**src/rtl/stid_pkg.sv**
```systemverilog
package stid_pkg;
  // Strobes from control to datapath for one cycle.
  typedef struct packed {
    logic advance;  // group accepted, commit the following value
    logic load;     // recovery load of the counter
    logic rebase;   // group runs past the top, lower by M
  } stid_strobe_t;
endpackage

```
**src/rtl/stid_ctrl.sv**
```systemverilog
module stid_ctrl
  import stid_pkg::*;
#(
  parameter int IDW = 9
) (
  input  logic           stall,
  input  logic           recoverLoad,
  input  logic           recoverExc,
  input  logic           recoverWrote,
  input  logic [IDW-1:0] recoverId,
  input  logic           pastTop,
  output stid_strobe_t   str,
  output logic [IDW-1:0] loadVal,
  output logic           clearSat
);
  always_comb begin
    str.load    = recoverLoad;
    str.advance = !stall && !recoverLoad;
    str.rebase  = pastTop;
    // exception on a state-opening instruction restarts one state earlier
    loadVal  = (recoverExc && recoverWrote) ? recoverId - IDW'(1) : recoverId;
    clearSat = str.advance && pastTop;
  end
endmodule

```
**src/rtl/stid_datapath.sv**
```systemverilog
module stid_datapath
  import stid_pkg::*;
#(
  parameter int NUM_PREGS = 256,
  parameter int LANES     = 4,
  parameter int IDW       = $clog2(NUM_PREGS) + 1
) (
  input  logic                 clk,
  input  logic                 rstN,
  input  logic [LANES-1:0]     laneValid,
  input  logic [LANES-1:0]     laneWrites,
  input  stid_strobe_t         str,
  input  logic [IDW-1:0]       loadVal,
  output logic [LANES*IDW-1:0] laneIds,
  output logic [IDW-1:0]       nextId,
  output logic [IDW-1:0]       curId,
  output logic                 pastTop
);
  localparam int CW  = $clog2(LANES + 1);
  localparam int EW  = IDW + 1;
  localparam logic [EW-1:0] TOP_ID = EW'(2 * NUM_PREGS - 1);
  localparam logic [EW-1:0] SPAN   = EW'(NUM_PREGS);

  logic [IDW-1:0] sc;
  logic [CW-1:0]  rank [LANES];
  logic [EW-1:0]  rawNext;

  // running count of writer lanes up to each lane
  always_comb begin
    logic [CW-1:0] acc;
    acc = '0;
    for (int i = 0; i < LANES; i++) begin
      if (laneValid[i] && laneWrites[i]) acc = acc + CW'(1);
      rank[i] = acc;
    end
  end

  assign rawNext = {1'b0, sc} + EW'(rank[LANES-1]);
  assign pastTop = rawNext > TOP_ID;
  assign nextId  = str.rebase ? IDW'(rawNext - SPAN) : IDW'(rawNext);
  assign curId   = sc;

  generate
    for (genvar g = 0; g < LANES; g++) begin : g_lane
      logic [EW-1:0] raw;
      assign raw = {1'b0, sc} + EW'(rank[g]);
      assign laneIds[g*IDW +: IDW] = str.rebase ? IDW'(raw - SPAN) : IDW'(raw);
      if (g > 0) begin : g_ord
        // identifiers never decrease along program order within a group
        always_comb
          a_r2_lane_order: assert (!rstN ||
              laneIds[g*IDW +: IDW] >= laneIds[(g-1)*IDW +: IDW]);
      end
    end
  endgenerate

  always_ff @(posedge clk) begin
    if (!rstN)            sc <= '0;
    else if (str.load)    sc <= loadVal;
    else if (str.advance) sc <= nextId;
  end

  // a group that is not rebased never ends below where it started
  a_r6_no_backstep: assert property (@(posedge clk) disable iff (!rstN)
    (str.advance && !str.rebase) |-> nextId >= sc);
endmodule

```
**src/rtl/stid_alloc.sv**
```systemverilog
module stid_alloc
  import stid_pkg::*;
#(
  parameter  int NUM_PREGS = 256,
  parameter  int LANES     = 4,
  localparam int IDW       = $clog2(NUM_PREGS) + 1
) (
  input  logic                 clk,
  input  logic                 rstN,
  input  logic                 stall,
  input  logic [LANES-1:0]     laneValid,
  input  logic [LANES-1:0]     laneWrites,
  input  logic                 recoverLoad,
  input  logic                 recoverExc,
  input  logic                 recoverWrote,
  input  logic [IDW-1:0]       recoverId,
  output logic [LANES*IDW-1:0] laneIds,
  output logic [IDW-1:0]       nextId,
  output logic                 clearSat
);
  stid_strobe_t   str;
  logic [IDW-1:0] loadVal;
  logic [IDW-1:0] curId;
  logic           pastTop;

  stid_ctrl #(.IDW(IDW)) u_ctrl (
    .stall(stall), .recoverLoad(recoverLoad), .recoverExc(recoverExc),
    .recoverWrote(recoverWrote), .recoverId(recoverId), .pastTop(pastTop),
    .str(str), .loadVal(loadVal), .clearSat(clearSat)
  );

  stid_datapath #(.NUM_PREGS(NUM_PREGS), .LANES(LANES), .IDW(IDW)) u_dp (
    .clk(clk), .rstN(rstN), .laneValid(laneValid), .laneWrites(laneWrites),
    .str(str), .loadVal(loadVal), .laneIds(laneIds), .nextId(nextId),
    .curId(curId), .pastTop(pastTop)
  );

  a_r5_stall_hold: assert property (@(posedge clk) disable iff (!rstN)
    (stall && !recoverLoad) |=> curId == $past(curId));

  a_r8_branch_load: assert property (@(posedge clk) disable iff (!rstN)
    (recoverLoad && !recoverExc) |=> curId == $past(recoverId));

  a_r9_exc_load: assert property (@(posedge clk) disable iff (!rstN)
    (recoverLoad && recoverExc && recoverWrote) |=> curId == $past(recoverId) - IDW'(1));

  a_r7_sat_after_clear: assert property (@(posedge clk) disable iff (!rstN)
    clearSat |=> curId[IDW-1]);

  a_r7_clear_needs_accept: assert property (@(posedge clk) disable iff (!rstN)
    clearSat |-> (!stall && !recoverLoad && nextId[IDW-1]));
endmodule

```
**config.mk**
```make
export PLATFORM = sky130hd
export DESIGN_NAME = stid_alloc
export DESIGN_NICKNAME = d
export VERILOG_FILES = /design/src/rtl/stid_pkg.sv /design/src/rtl/stid_ctrl.sv /design/src/rtl/stid_datapath.sv /design/src/rtl/stid_alloc.sv
export SDC_FILE = /design/constraint.sdc
export NUM_CORES = 1
export LEC_CHECK = 0
export ABC_AREA = 1
export ABC_CLOCK_PERIOD_IN_PS = 4420
export BUFFER_PORTS_ARGS = -buffer_cell sky130_fd_sc_hd__buf_4
export CORE_ASPECT_RATIO = 1.2
export CORE_UTILIZATION = 25
export DETAILED_ROUTE_END_ITERATION = 8
export GPL_TIMING_DRIVEN = 0
export SLEW_MARGIN = 20
export SYNTH_ARGS = -nofsm -noshare
export SYNTH_HDL_FRONTEND = slang
export SYNTH_SLANG_ARGS = --single-unit
```
**constraint.sdc**
```tcl
create_clock -name clk -period 4.42 [get_ports clk]
set_clock_uncertainty 0.05 [all_clocks]
set_input_delay 0.442 -clock clk [delete_from_list [all_inputs] [get_ports clk]]
set_output_delay 0.442 -clock clk [all_outputs]
set_load 0.1 [all_outputs]
```
Word level (Yosys, flattened, before mapping)
Index checks and enable logic that the tools add are counted.

Add/subtract/negate cells: 12. $lt $le $gt $ge: 1. Multiplexer cells: 11. Reductions and logical operators: 10.

Operator list (number): 2-to-1 mux 9 bit (7); subtractor 9 bit, second input constant (4); adder 9 x 3 -> 9 bit (2); adder 9 x 3 -> 10 bit (1); > comparator 10 x 9 -> 1 bit, second input constant (1); adder 9 x 1 -> 9 bit (1); 2-to-1 mux 3 bit (3); subtractor 9 x 1 -> 9 bit, second input constant (1); logical AND 1 bit (7); adder 3 x 1 -> 3 bit, second input constant (2); adder 1 x 1 -> 2 bit, second input constant (1); logical NOT 1 bit (2); nonzero test 2 bit (1); 2-to-1 mux 1 bit (1).

Register bits after elaboration: 9. Bits of input ports: 23. Word-level logic and storage cells: 35.

Logic depth before layout (Yosys ltp)
Gate-level depths: netlist of the first run.

Word-level depth: 13. Depth in mapped cells: 19. Gate-level depth less buffers: 19.

Cells and area by module
From an unflattened synthesis of the first run, not the netlist that was laid out.

Cell total of the unflattened synthesis: 271. Area total of the unflattened synthesis: 1642.8 sq um.

Modules (own cells, without submodules): stid_datapath (times used 1, cells an instance 216, area each 1372.6 sq um, sequential area each 180.2 sq um); stid_ctrl (times used 1, cells an instance 55, area each 270.3 sq um, sequential area each 0.0 sq um).

Worst setup path after synthesis of the first run
Ideal clock, no wire load.

Kind: input to output. Start point: input laneValid[1]. End point: output clearSat. Arrival: 5.214 ns. Data required time: 3.928 ns. Setup slack: -1.286 ns. Stages: 14. Cells stage by stage: nand2_1 -> ha_1 -> or2_2 -> nand2_1 -> inv_1 -> ha_1 -> nand3_1 -> xor2_1 -> inv_1 -> ha_1 -> a21oi_1 -> nand2_1 -> nand3_1 -> nor4_1.

Word-level cells in the longest chain between the ends: 9.

RTL lines: start: declaration (line stid_alloc.sv:11) `input logic [LANES-1:0] laneValid,`; logical AND 1 bit * (line stid_datapath.sv:33) `if (laneValid[i] && laneWrites[i]) acc = acc + CW'(1);`; 2-to-1 mux 3 bit * (line stid_datapath.sv:33); adder 3 x 1 -> 3 bit (line stid_datapath.sv:33); 2-to-1 mux 3 bit * (line stid_datapath.sv:33); adder 3 x 1 -> 3 bit (line stid_datapath.sv:33); 2-to-1 mux 3 bit * (line stid_datapath.sv:33); adder 9 x 3 -> 10 bit * (line stid_datapath.sv:38) `assign rawNext = {1'b0, sc} + EW'(rank[LANES-1]);`; > comparator 10 x 9 -> 1 bit * (line stid_datapath.sv:39) `assign pastTop = rawNext > TOP_ID;`; logical AND 1 bit * (line stid_ctrl.sv:22) `clearSat = str.advance && pastTop;`; end: declaration (line stid_alloc.sv:19) `output logic clearSat`.

Every way passes the cells marked *; elsewhere a longest branch is shown, timed or not.

Worst setup path after layout of the first run
Start point: input laneValid[0]. End point: output nextId[8].

Word-level cells in the longest chain between the ends: 11. Elaborated cells on any way between the ends: 12. Classes of those cells: 5 x add/sub; 1 x order compare; 5 x mux; 1 x reduce/logical.

RTL lines: logical AND 1 bit * (line stid_datapath.sv:33); 2-to-1 mux 1 bit * (line stid_datapath.sv:33); adder 1 x 1 -> 2 bit (line stid_datapath.sv:33); 2-to-1 mux 3 bit * (line stid_datapath.sv:33); adder 3 x 1 -> 3 bit (line stid_datapath.sv:33); 2-to-1 mux 3 bit * (line stid_datapath.sv:33); adder 3 x 1 -> 3 bit (line stid_datapath.sv:33); 2-to-1 mux 3 bit * (line stid_datapath.sv:33); adder 9 x 3 -> 10 bit * (line stid_datapath.sv:38); subtractor 9 bit or > comparator 10 x 9 -> 1 bit (tied branches) (line stid_datapath.sv:40, stid_datapath.sv:39); 2-to-1 mux 9 bit * (line stid_datapath.sv:40) `assign nextId = str.rebase ? IDW'(rawNext - SPAN) : IDW'(rawNext);`; end: declaration (line stid_alloc.sv:18) `output logic [IDW-1:0] nextId,`.

Marks and branches as above.

==> flow_summary.ini, run 1 <==
[setup_path]
crit_type = primary input to output pin
crit_family = simple AND/OR/NAND/NOR gates
r2r_setup_slack_ns = 2.22
worstPathCellList = buf_4 -> nand2_2 -> ha_1 -> or2_2 -> nand2_1 -> inv_1 -> ha_1 -> inv_1 -> o21ai_1 -> inv_1 -> fa_1 -> inv_1 -> nand3_1 -> nand2_8 -> nand3_1 -> nand2_1 -> nand2_1 -> and2_2 -> buf_4 -> buf_4
r2r-start = u_dp.curId[1]$_SDFFE_PN0P_
worstSetupStartpointType = primary input
worstPathBufferInverterCount = 7
critPathArrivalTime_ns = 3.60
crit_fanout = 6
end_kind = output pin
required_ns = 3.93
slowest_delay_ns = 0.45
regToRegEndpoint = u_dp.curId[6]$_SDFFE_PN0P_
cp_common_cell = inv_1
cp_slowest_cell = fa_1
worstRegToRegCells = 11

[cells_and_area]
stdcell_area_mm2 = 0.002412
largest_reg_flops = 9
mostFrequentLayoutCells = buf_4 (77), nand2_1 (65), inv_1 (40)
final_common_cell = buf_4
layout-drive-gt1-share = 0.3483
n_fill_cell = 720
antenna_cells = 0
nNetsFinal = 373
syn2layout_area_growth_pct = 42.29

[detailed_routing]
drt_iter0_markers = 64
avgViaCountPerCell = 4.263
vias = 1782
firstDrtPassIters = 4
ant_nets = 0
avgRoutedWirePerCell_um = 10.31
drc = 0
wl_um = 4310

[global_routing]
grt_pass1_wl_um = 7389
top_usage_layer = met2
use_met1 = 0.1529
antenna_found_initial = 0
grt_use_met2 = 0.2249
grt_max_degree = 11
use_met3 = 0.01891
grt_pass1_vias = 1720
overflow = 0
grt.total_usage = 0.1270

[sta]
final.setup.worst_slack_ns = 0.3265
rsz0062_at_grt = no
hold_violations = 0
maxSlewHeadroom = 0.6583
post-route-period-util = 0.9261
fmax_ghz = 0.2443
setup_violations = 0
drv_slew = 0
worstMarginPinSlew_ns = 0.5071
min_period_ns = 4.093

[synth]
synth_area_leaders = nand2_1 (14%), xor2_1 (13%), dfxtp_1 (11%), ha_1 (10%), inv_1 (8.9%)
netlist.area_leader.share = 0.1439
synth_nets = 300
synth_cells = 261
synth_seq_cells = 9
synth_area_leader_cell = nand2_1
synth.distinct_cells = 33
yosysWarnings = 0
avgSynthCellArea_um2 = 6.496
syn-cell-area_mm2 = 0.001695
yosysSeqAreaShare = 0.1063

[hold_path]
min-delay-start = rstN
hold_class = primary input to register
holdPathEnd = u_dp.curId[3]$_SDFFE_PN0P_
hold-path-cell-count = 3

[power_and_ir_drop]
p_sw_uw = 459.9
switching_share = 0.6294
p_clk_frac = 0.129
p_int_uw = 270.8
cellLeakagePower_uw = 0.001319
power_density_mw_per_mm2 = 302.9
p_seq_frac = 0.131
power_frac_comb = 0.739
peakVddDrop_mv = 0.1524

[clock_network]
htree_levels = 1
clockBufferDepth = 2
cts_buffers = 3
cts_root_buffer = clkbuf_8
clock_sinks = 9
clk-insertion-delay-late_ns = 0.23
cts_tree = done
postCtsSetupBuffers = 0
clkTransAtPathRegs_ns = 0.04

[floorplanning]
die_w_um = 77.18
dieArea_mm2 = 0.007116
rows = 32
die_y_um = 92.21
start_util = 0.2614
num_io_pins = 69
core_mm2 = 0.006486

[status]
outcome = complete, no violations

[placed_design]
gp_congestion = 0.8015
hpwlAfterDp_um = 3768
dpl_cell_area_mm2 = 0.002367
post-place-ws_ns = 0.2311
port_buffers = 68

[job]
drv_cap = 0
Yosys cell counts (all sizes together):
cell,n
nand2,74
inv,42
xor2,27
nor2,25
nand3,23
buf,14
ha,14
dfxtp,9
o21ai,9
a21oi,7
a31oi,5
and2,3
fa,2
nor4,2
nand4,1
nor3,1
o211ai,1
or2,1
xnor2,1
worst min-delay path, cell delays in order:
cell     delay [ns]
buf_4          0.09
nand2_1        0.04
inv_1          0.04
how the worst max path moves through the flow:
stage	to	from	cells past startpoint
3_5_place_dp	nextId[8]	laneValid[0]	20
4_1_cts	nextId[8]	laneValid[0]	20
3_3_place_gp	nextId[8]	laneValid[0]	20
2_1_floorplan	clearSat	laneValid[1]	14
6_report	nextId[8]	laneValid[0]	20
5_1_grt	nextId[8]	laneValid[1]	20
kinds of logic (layout without fill, tap and decap cells):
group	after synthesis	after routing	synth area share
AND/OR/NAND/NOR	130	130	0.3889
buffers and inverters	56	128	0.1587
XOR/XNOR	28	28	0.1491
AO/OA/AOI/OAI	22	22	0.07011
adder cells (fa/ha/maj)	16	16	0.1269
flip-flops	9	9	0.1063
what timing repair did:
item	in CTS	in global routing
endpoints found under the setup margin	0	1
resized for setup	0	1
hold buffers	0	0
power groups by stage:
stage / logic [uW] / clock network (uW) / registers, uW
6_report: 540 / 94.5 / 95.9
5_1_grt: 564 / 101 / 96.9
4_1_cts: 544 / 97.1 / 95.8
3_5_place_dp: 542 / 0 / 97.2
3_3_place_gp: 540 / 0 / 96.9
2_1_floorplan: 442 / 0 / 94.9
per-stage QoR:
stage	utilization	setup TNS, ns	total power [uW]	std cells	hold WS, ns
after floorplan	-	-0.2046	536.9	261	0.4755
after global placement	0.3650	0	636.7	414	0.5388
after detailed placement	0.3650	0	639.1	414	0.5460
after CTS	0.3719	0	736.5	418	0.3573
after global routing	0.3719	0	761.7	418	0.3694
final	0.3719	0	730.7	418	0.3632
cell type report:
type | instances | area, um^2 | area share
Sequential cell | 9 | 180.2 | 0.07469
Buffer | 14 | 111.4 | 0.04616
Multi-Input combinational cell | 196 | 1301 | 0.5394
Timing Repair Buffer | 68 | 510.5 | 0.2116
Inverter | 42 | 157.7 | 0.06535
Tap cell | 85 | 106.4 | 0.04409
Clock buffer | 4 | 45.04 | 0.01867
layer usage:
layer	routed length, um	vias up
met5	0	-
met2	2084	49
met1	1917	785
li1	-	942
met3	229	6
met4	78	0
(Power assumes the default switching activity.)
==> inputs of run 2 (changes only) <==
--- a/config.mk
+++ b/config.mk
@@ -12,6 +12,7 @@
 export CORE_UTILIZATION = 25
 export DETAILED_ROUTE_END_ITERATION = 8
 export GPL_TIMING_DRIVEN = 0
+export PLACE_DENSITY = 0.44
 export SLEW_MARGIN = 20
 export SYNTH_ARGS = -nofsm -noshare
 export SYNTH_HDL_FRONTEND = slang
==> run 2 against run 1 <==
Wire length up 2.0%. Core utilization did not move. Non-clock buffer count did not move. Highest routed layer unchanged. Worst setup slack better by 0.042 ns. Critical path type unchanged. Count of clock-buffer cells in the layout unchanged.
==> flow_summary.ini, run 2 (synthesis gave the netlist of run 1 again) <==
[setup_path]
crit_fanout = 6
worstSetupStartpointType = primary input
worstPathBufferInverterCount = 7
slowest_delay_ns = 0.45
crit_type = primary input to output pin
cp_common_cell = inv_1
crit_family = simple AND/OR/NAND/NOR gates
required_ns = 3.93
critPathArrivalTime_ns = 3.56
end_kind = output pin
cp_slowest_cell = fa_1
worstPathCellList = buf_4 -> nand2_2 -> ha_1 -> or2_2 -> nand2_1 -> inv_1 -> ha_1 -> inv_1 -> o21ai_1 -> inv_1 -> fa_1 -> inv_1 -> nand3_1 -> nand2_8 -> nand2_2 -> nand2_2 -> nand3_1 -> and2_2 -> buf_4 -> buf_4

[placed_design]
gp_congestion = 0.7368
port_buffers = 68
hpwlAfterDp_um = 3939

[detailed_routing]
ant_nets = 0
vias = 1707
wl_um = 4397
firstDrtPassIters = 4
avgRoutedWirePerCell_um = 10.52
drc = 0
drt_iter0_markers = 39
avgViaCountPerCell = 4.084

[hold_path]
hold_class = primary input to register

[global_routing]
grt_pass1_wl_um = 7583
grt.total_usage = 0.1321
grt_max_degree = 11
overflow = 0
antenna_found_initial = 0
grt_pass1_vias = 1653

[cells_and_area]
final_common_cell = buf_4
layout-drive-gt1-share = 0.3483
mostFrequentLayoutCells = buf_4 (77), nand2_1 (65), inv_1 (40)
largest_reg_flops = 9
syn2layout_area_growth_pct = 42.29
final_util = 0.3719
nNetsFinal = 373
antenna_cells = 0

[clock_network]
postCtsHoldBufs = 0
clk-insertion-delay-late_ns = 0.23
clock_sinks = 9
postCtsSetupBuffers = 0
clockBufferDepth = 2
cts_tree = done
cts_buffers = 3
clkTransAtPathRegs_ns = 0.04
htree_levels = 1
ctsResizeCount = 0
cts_root_buffer = clkbuf_8

[sta]
min_period_ns = 4.052
setup_tns_ns = 0
hold_violations = 0
setup_violations = 0
drv_slew = 0
post-route-period-util = 0.9166
rsz0062_at_grt = no
maxSlewHeadroom = 0.6441
worstMarginPinSlew_ns = 0.5283
fmax_ghz = 0.2468

[floorplanning]
dieArea_mm2 = 0.007116
rows = 32
core_mm2 = 0.006486
start_util = 0.2614
num_io_pins = 69
die_w_um = 77.18
die_y_um = 92.21

[power_and_ir_drop]
peakVddDrop_mv = 0.1363
cellLeakagePower_uw = 0.001319
power_density_mw_per_mm2 = 301.4

[status]
outcome = complete, no violations

[job]
drv_cap = 0
## run 2: area by class of cell
class | count | area (um^2)
timing repair buffer | 68 | 510.5
fill | 730 | 4074
tap | 85 | 106.4
sequential | 9 | 180.2
buffer | 14 | 111.4
multi-input combinational | 196 | 1301
inverter | 42 | 157.7
clock buffer | 4 | 45.04
## run 2: per-layer routing
metal / part of all wire / vias to the layer above / track usage / wire, um
met5: 0 / - / 0 / 0
met4: 0.0064 / 0 / 0.03302 / 28
met3: 0.045 / 2 / 0.01791 / 196
met2: 0.48 / 40 / 0.2345 / 2119
met1: 0.47 / 720 / 0.1656 / 2053
li1: - / 945 / - / -
## run 2: worst reg2reg max path: stages (launching register included)
cell and delay (ns):
dfxtp_1 0.50, inv_1 0.21, fa_1 0.51, inv_1 0.08, nand3_1 0.16, nand2_8 0.14
nand2_1 0.06, nand2_1 0.06, nand3_1 0.06, o21ai_1 0.10, inv_1 0.06, a21oi_1 0.12
## run 2: final timing paths
check / from / to / slack (ns) / cells after the start
setup / recovery: laneValid[0] / nextId[8] / 0.37 / 20
hold / removal: rstN / u_dp.curId[3]$_SDFFE_PN0P_ / 0.38 / 3
setup reg to reg: u_dp.curId[1]$_SDFFE_PN0P_ / u_dp.curId[6]$_SDFFE_PN0P_ / 2.25 / 11
hold reg to reg: u_dp.curId[0]$_SDFFE_PN0P_ / u_dp.curId[0]$_SDFFE_PN0P_ / 0.53 / 2
## run 2: power by group
part | switching, uW | internal (uW)
Clock | 30.4 | 62.7
Sequential | 7.96 | 87.5
Combinational | 418 | 120
## run 2: stage by stage
step	setup slack (ns)	hold slack, ns	power, uW	instances	cell area (um^2)
floorplan	-0.1794	0.4755	536.9	261	1750
global placement	0.2274	0.5320	639.6	414	2367
detailed placement	0.2426	0.5249	639.2	414	2367
CTS	0.2410	0.3728	735.3	418	2412
global route	0.09887	0.3880	761.8	418	2412
finish	0.3684	0.3760	727.0	418	2412
